[src/rtl/lpddr_bank_tracker.sv]
`timescale 1ns/1ps
module lpddr_bank_tracker #(
  parameter int BA_W   = 2,
  parameter int ROW_W  = 12,
  parameter int AP_BIT = 10,
  localparam int NB    = 1 << BA_W
) (
  input  logic                clk,
  input  logic                rst,
  input  logic [2:0]          cmd,
  input  logic [BA_W-1:0]     ba,
  input  logic [ROW_W-1:0]    addr,
  input  logic                cke,
  input  logic                burst_active,
  output logic [NB-1:0]       bank_open,
  output logic [NB*ROW_W-1:0] open_rows,
  output logic                illegal,
  output logic [2:0]          illegal_code,
  output logic [1:0]          power_mode
);
  localparam logic [2:0] C_ACT = 3'd1, C_RD = 3'd2, C_WR = 3'd3, C_PRE = 3'd4,
                         C_REF = 3'd5, C_MRS = 3'd6;
  localparam logic [1:0] PM_RUN = 2'd0, PM_PPD = 2'd1, PM_APD = 2'd2, PM_SREF = 2'd3;

  logic [NB-1:0]    closing;
  logic [ROW_W-1:0] row_q [NB];
  logic [2:0]       viol;

  wire live        = cke && power_mode == PM_RUN;
  wire all_idle    = ~|bank_open;
  wire tgt_open    = bank_open[ba];
  wire tgt_closing = closing[ba];
  wire ap          = addr[AP_BIT];

  for (genvar g = 0; g < NB; g++) begin : g_rows
    assign open_rows[g*ROW_W +: ROW_W] = row_q[g];
  end

  always_comb begin
    viol = 3'd0;
    if (live) begin
      case (cmd)
        C_ACT:      if (tgt_open) viol = 3'd2;
        C_RD, C_WR: if (!tgt_open) viol = 3'd1;
                    else if (tgt_closing) viol = 3'd5;
        C_MRS:      if (!all_idle || burst_active) viol = 3'd3;
        C_REF:      if (!all_idle) viol = 3'd4;
        default:    ;
      endcase
    end else if (power_mode == PM_RUN && cmd == C_REF && !all_idle) begin
      viol = 3'd4;
    end
  end

  always_ff @(posedge clk) begin
    if (rst) begin
      bank_open    <= '0;
      closing      <= '0;
      illegal      <= 1'b0;
      illegal_code <= 3'd0;
      power_mode   <= PM_RUN;
      for (int b = 0; b < NB; b++) row_q[b] <= '0;
    end else begin
      illegal      <= viol != 3'd0;
      illegal_code <= viol;
      for (int b = 0; b < NB; b++)
        if (closing[b] && !burst_active) begin
          bank_open[b] <= 1'b0;
          closing[b]   <= 1'b0;
          row_q[b]     <= '0;
        end
      if (live && viol == 3'd0) begin
        case (cmd)
          C_ACT: begin
            bank_open[ba] <= 1'b1;
            row_q[ba]     <= addr;
          end
          C_RD, C_WR: if (ap) closing[ba] <= 1'b1;
          C_PRE:
            for (int b = 0; b < NB; b++)
              if (ap || ba == BA_W'(b)) begin
                bank_open[b] <= 1'b0;
                closing[b]   <= 1'b0;
                row_q[b]     <= '0;
              end
          default: ;
        endcase
      end
      if (power_mode == PM_RUN) begin
        if (!cke)
          power_mode <= (cmd == C_REF && all_idle) ? PM_SREF : (all_idle ? PM_PPD : PM_APD);
      end else if (cke) begin
        power_mode <= PM_RUN;
      end
    end
  end

  assert_reset_idle_R1: assert property (@(posedge clk)
    rst |=> (bank_open == '0 && open_rows == '0 && power_mode == PM_RUN && !illegal));

  assert_act_opens_R2: assert property (@(posedge clk) disable iff (rst)
    live && cmd == C_ACT && !tgt_open |=>
      bank_open[$past(ba)] && open_rows[$past(ba)*ROW_W +: ROW_W] == $past(addr));

  assert_act_keeps_row_R4: assert property (@(posedge clk) disable iff (rst)
    live && cmd == C_ACT && tgt_open && burst_active |=> $stable(open_rows) && illegal_code == 3'd2);

  assert_mode_load_busy_R8: assert property (@(posedge clk) disable iff (rst)
    live && cmd == C_MRS && burst_active |=> illegal && illegal_code == 3'd3 && $stable(bank_open));

  assert_sref_needs_idle_R9: assert property (@(posedge clk) disable iff (rst)
    $rose(power_mode == PM_SREF) |-> $past(all_idle));

  assert_pd_kind_R10: assert property (@(posedge clk) disable iff (rst)
    power_mode == PM_RUN && !cke && cmd != C_REF |=>
      power_mode == ($past(all_idle) ? PM_PPD : PM_APD));

  assert_sref_frozen_R11: assert property (@(posedge clk) disable iff (rst)
    power_mode == PM_SREF |=> $stable(bank_open) && $stable(open_rows));

  assert_code_valid_R12: assert property (@(posedge clk) disable iff (rst)
    illegal |-> illegal_code != 3'd0 && illegal_code != 3'd7);
endmodule

[config.mk]
export PLATFORM = sky130hd
export DESIGN_NAME = lpddr_bank_tracker
export DESIGN_NICKNAME = d
export VERILOG_FILES = /design/src/rtl/lpddr_bank_tracker.sv
export SDC_FILE = /design/constraint.sdc
export NUM_CORES = 1
export LEC_CHECK = 0
export BUFFER_PORTS_ARGS = -buffer_cell sky130_fd_sc_hd__buf_2
export CAP_MARGIN = 0
export CELL_PAD_IN_SITES_DETAIL_PLACEMENT = 1
export CELL_PAD_IN_SITES_GLOBAL_PLACEMENT = 2
export CORE_UTILIZATION = 29
export DETAILED_ROUTE_END_ITERATION = 7
export PLACE_DENSITY_LB_ADDON = 0.08
export SYNTH_ARGS = -nofsm -noshare
export SYNTH_HDL_FRONTEND = slang
export SYNTH_SLANG_ARGS = --single-unit
[constraint.sdc]
create_clock -name clk -period 2.29 [get_ports clk]
set_input_delay 0.3435 -clock clk [delete_from_list [all_inputs] [get_ports clk]]
set_output_delay 0.3435 -clock clk [all_outputs]
set_load 0.005 [all_outputs]
After elaboration in Yosys (flattened, before gate mapping)

Memories as Yosys holds them, arrays and structs flattened.
Index checks and enable logic that the tools add are counted.
W data, S select, Z words.

Bits in registers: 14
RAM bits: 48
Input port bits: 21
Output and inout bits: 58
Logic and storage cells: 147
Memories: 1

$lt $le $gt $ge: 2
Equality and inequality tests: 10
Multiplexer cells: 94
Bitwise logic cells: 10
Reduce and logical (&&, ||, !) cells: 25

Memory list:

| name  | depth | bits a word | rd ports | clocked after memory_dff | wr ports | line | text |
|---|---|---|---|---|---|---|---|
| row_q | 4     | 12          | 4        | 0                        | 5        | 26   | `logic [ROW_W-1:0] row_q [NB];` |

Operators by type and width:

| operator             | number |
|---|---|
| $mux W12             | 8 |
| $mux W1              | 65 |
| $pmux W4 S2          | 2 |
| $mux W3              | 5 |
| $mux W2              | 7 |
| $mux W4              | 3 |
| $pmux W3 S4          | 1 |
| $logic_and A1 B1 Y1  | 10 |
| $eq A3 B3 Y1 const B | 3 |
| $or A1 B1 Y1         | 8 |
| $or A4 B4 Y4         | 2 |
| $eq A3 B2 Y1 const B | 2 |
| $logic_or A1 B1 Y1   | 5 |
| $bmux W1 S2          | 2 |
| $eq A2 B2 Y1 const B | 2 |
| $logic_not A2 Y1     | 2 |
| $reduce_or A4 Y1     | 1 |
| $eq A3 B1 Y1 const B | 1 |
| $logic_not A3 Y1     | 1 |
| $lt A2 B3 Y1 const B | 1 |
| $reduce_bool A3 Y1   | 1 |
| $demux W1 S2         | 1 |
| $eq A2 B1 Y1 const B | 1 |
| $ge A2 B1 Y1 const B | 1 |
| other kinds (5)      | 6 |

Depth between registers and ports, before layout

Word-level depth: 12
Depth in mapped cells: 7
Depth with buffers taken out: 6

Worst setup path before layout

No wires, ideal clock.

Path kind: input-to-reg
Start: in ba[0]
End: mem row_q[1][0], enable pin
Setup time: 0.388 ns
Arrival time: 2.000 ns
Required time: 1.902 ns
Slack: -0.097 ns
Stages: 3
Path buffers: 0
Cells stage by stage: mux4_2 -> a211o_1 -> o221ai_1

RTL lines:

| element            | line | text |
|---|---|---|
| start: declaration | 11   | `input logic [BA_W-1:0] ba,` |
| end: declaration   | 26   |  |

==> impl_metrics.ini <==
[route]
drtIter0Drc = 74
routedWlPerCell_um = 17.3
via_count = 2186
drt-total-wl_um = 7760
first_pass_iters = 4
dr_wl_met3_um = 380
met2WireLength_um = 3760
top_layer_used = met4
met1Wirelength_um = 3490
ant_nets = 0
drc = 0
via_per_inst = 4.88

[power]
powerDensity_nw_per_um2 = 705
max-vdd-ir-drop_mv = 0.239
p_leak_nw = 1.38

[global_routing]
antenna_found_initial = 0
grt_overflow = 0
first_global_vias = 2252
grt_use_total = 0.170
grt_max_degree = 15
grt_pass1_wl_um = 12400

[worst_setup_path]
r2r_cells = 4
rrSetupSlack_ps = 290
worstPathCellList = mux4_2 > a211o_1 > o221ai_1 > buf_4
start_kind = register
critPathMaxStageDelay_ps = 490
critPathRequiredTime_ps = 2330
reg2reg_to = row_q[0][3]
r2r-start = bank_open[3]
critPathSlowestCell = mux4_2
crit_fanout = 8
crit_type = register to register
crit_arrival_ps = 2030
crit_path_end_kind = register

[outcome]
status = finished, final reports clean

[logic_synthesis]
yosys.area.top_type = edfxtp_1
ys_ff_latch = 62
synth_area_um2 = 2740
netlist_top_cells_area = edfxtp_1 (53%), dfxtp_1 (10%), nor2_1 (6.8%), nand2_1 (3.1%), nor2_2 (2.3%)
yosys.cell_count.top_type = nor2_1
synthesis.nets = 262
async_flop_share = 0
synth_top_cell_area_share = 0.526
synth-edff-count = 48
synth_flop_cell = edfxtp_1
synth.distinct_cells = 46
synth_seq_area_share = 0.628
ys_warn_count = 0
syn_inst = 240
ys_top_cells_by_count = nor2_1 (50), edfxtp_1 (48), nand2_1 (23)
syn_avg_cell_area_um2 = 11.4

[placement]
gp_congestion = 0.840
dp_hpwl_um = 5630
dpl_cell_area_um2 = 3330
io_buffers = 78
dp.cells = 433

[cells_and_area]
layout-drive-gt1-share = 0.365
n_antenna_cell = 0
syn_to_final_growth_pct = 27.8
nNetsFinal = 355
final_core_util = 0.381
fillers = 1063
final_cells = 448
fin_area_um2 = 3500

[worst_hold_path]
worstHoldStart = rst
hold_end = closing[2]
hold_class = primary input to register
hold_depth = 2

[sta]
fmax_mhz = 501
rsz0062_at_grt = no
layout_min_cycle_time_ps = 2000
holdWs_ps = 326
hold_viol_final = 0
slew_headroom = 0.630
finalMaxSlewViolations = 0
fin_skew_ps = 12.6
worst_pin_slew_ps = 549
finalSetupViolCount = 0
period_share = 0.872

[clock_network]
clock_sinks = 62
postCtsSetupRepairBufs = 0
cts-resized-gates = 0
cts_root_buf = clkbuf_8
clockBufferDepth = 2
insertion_delay_ps = 340
cts_buffers = 9
hold_buffers = 0
clk_pin_slew_ps = 70
cts_tree = done
h-tree-depth = 3

[floorplan]
coreArea_um2 = 9200
fp-row-count = 35
initial_core_util = 0.298
die_x_um = 99.2
die_h_um = 99.2
die-area_um2 = 9850
ios = 79

[job]
cap_violations = 0
-- worst max-delay path by stage --
stage	slack (ps)	to	depth (start not counted)	start
after global routing	130	row_q[1][3]	7	power_mode[1]
final	290	row_q[0][3]	4	bank_open[3]
after global placement	140	row_q[3][7]	5	ba[0]
after CTS	270	row_q[1][11]	7	power_mode[1]
after detailed placement	100	row_q[0][8]	5	ba[0]
after floorplan	-100	row_q[1][0]	3	ba[0]
-- placed cells by master (no fill, tap or decap), types with 3 or more instances in the layout --
cell | Yosys | routed
dfxtp_1 | 14 | 14
a211oi_1 | 3 | 3
edfxtp_1 | 48 | 48
clkinv_1 | 0 | 3
o21a_1 | 4 | 4
nand2_1 | 23 | 23
nor2b_1 | 3 | 3
a32oi_1 | 4 | 4
o22ai_1 | 3 | 3
o32ai_1 | 3 | 3
o221ai_1 | 4 | 4
nor2_1 | 50 | 50
nand2b_1 | 6 | 6
buf_4 | 0 | 14
buf_2 | 4 | 78
o21ai_0 | 8 | 8
and2_1 | 3 | 3
inv_1 | 9 | 9
a21oi_1 | 6 | 6
nor2_2 | 10 | 10
clkbuf_8 | 0 | 9
-- metal layers --
layer	vias to the layer above	GRT usage
met5	-	0
met4	0	0.0690
met3	14	0.0253
met2	77	0.282
met1	1043	0.222
li1	1052	-
-- kinds of logic after synthesis --
kind of cell             Yosys count  synth area share
multiplexers                       2            0.0164
flip-flops                        62             0.628
AND/OR/NAND/NOR                  111             0.200
adder cells (fa/ha/maj)            1           0.00456
AO/OA/AOI/OAI                     44             0.117
XOR/XNOR                           1           0.00320
buffers and inverters             19            0.0306
-- state kept, by name, summed over array words and instances (netlist names) --
| name | count |
|---|---|
| bank_open | 4 |
| closing | 4 |
| illegal | 1 |
| illegal_code | 3 |
| power_mode | 2 |
| row_q | 48 |
-- critical path, delay by kind of cell (launching register included) --
kind | cells | cell delay (ps)
compound gates | 2 | 630
buf+inv | 1 | 220
flops | 1 | 350
mux | 1 | 490
-- area by class of cell --
cell class	instances	area [um^2]	area share
clock buffer	9	124	0.0354
timing repair buffer	92	495	0.141
tap	111	139	0.0396
clock inverter	6	53.8	0.0154
multi-input combinational	159	936	0.267
sequential	62	1720	0.491
inverter	9	33.8	0.00964
-- metrics by stage --
step | worst slack [ps] | total power, mW | TNS [ps]
6_report | 292 | 2.47 | 0
2_1_floorplan | -97.2 | 1.45 | -4670
4_1_cts | 269 | 2.51 | 0
5_1_grt | 131 | 2.59 | 0
3_3_place_gp | 136 | 1.59 | 0
3_5_place_dp | 102 | 1.59 | 0
-- where the power goes --
part | switching [mW] | internal [mW]
sequential | 0.0191 | 1.26
clock | 0.426 | 0.484
combinational | 0.172 | 0.109
Power figures use the tool's default switching activity.
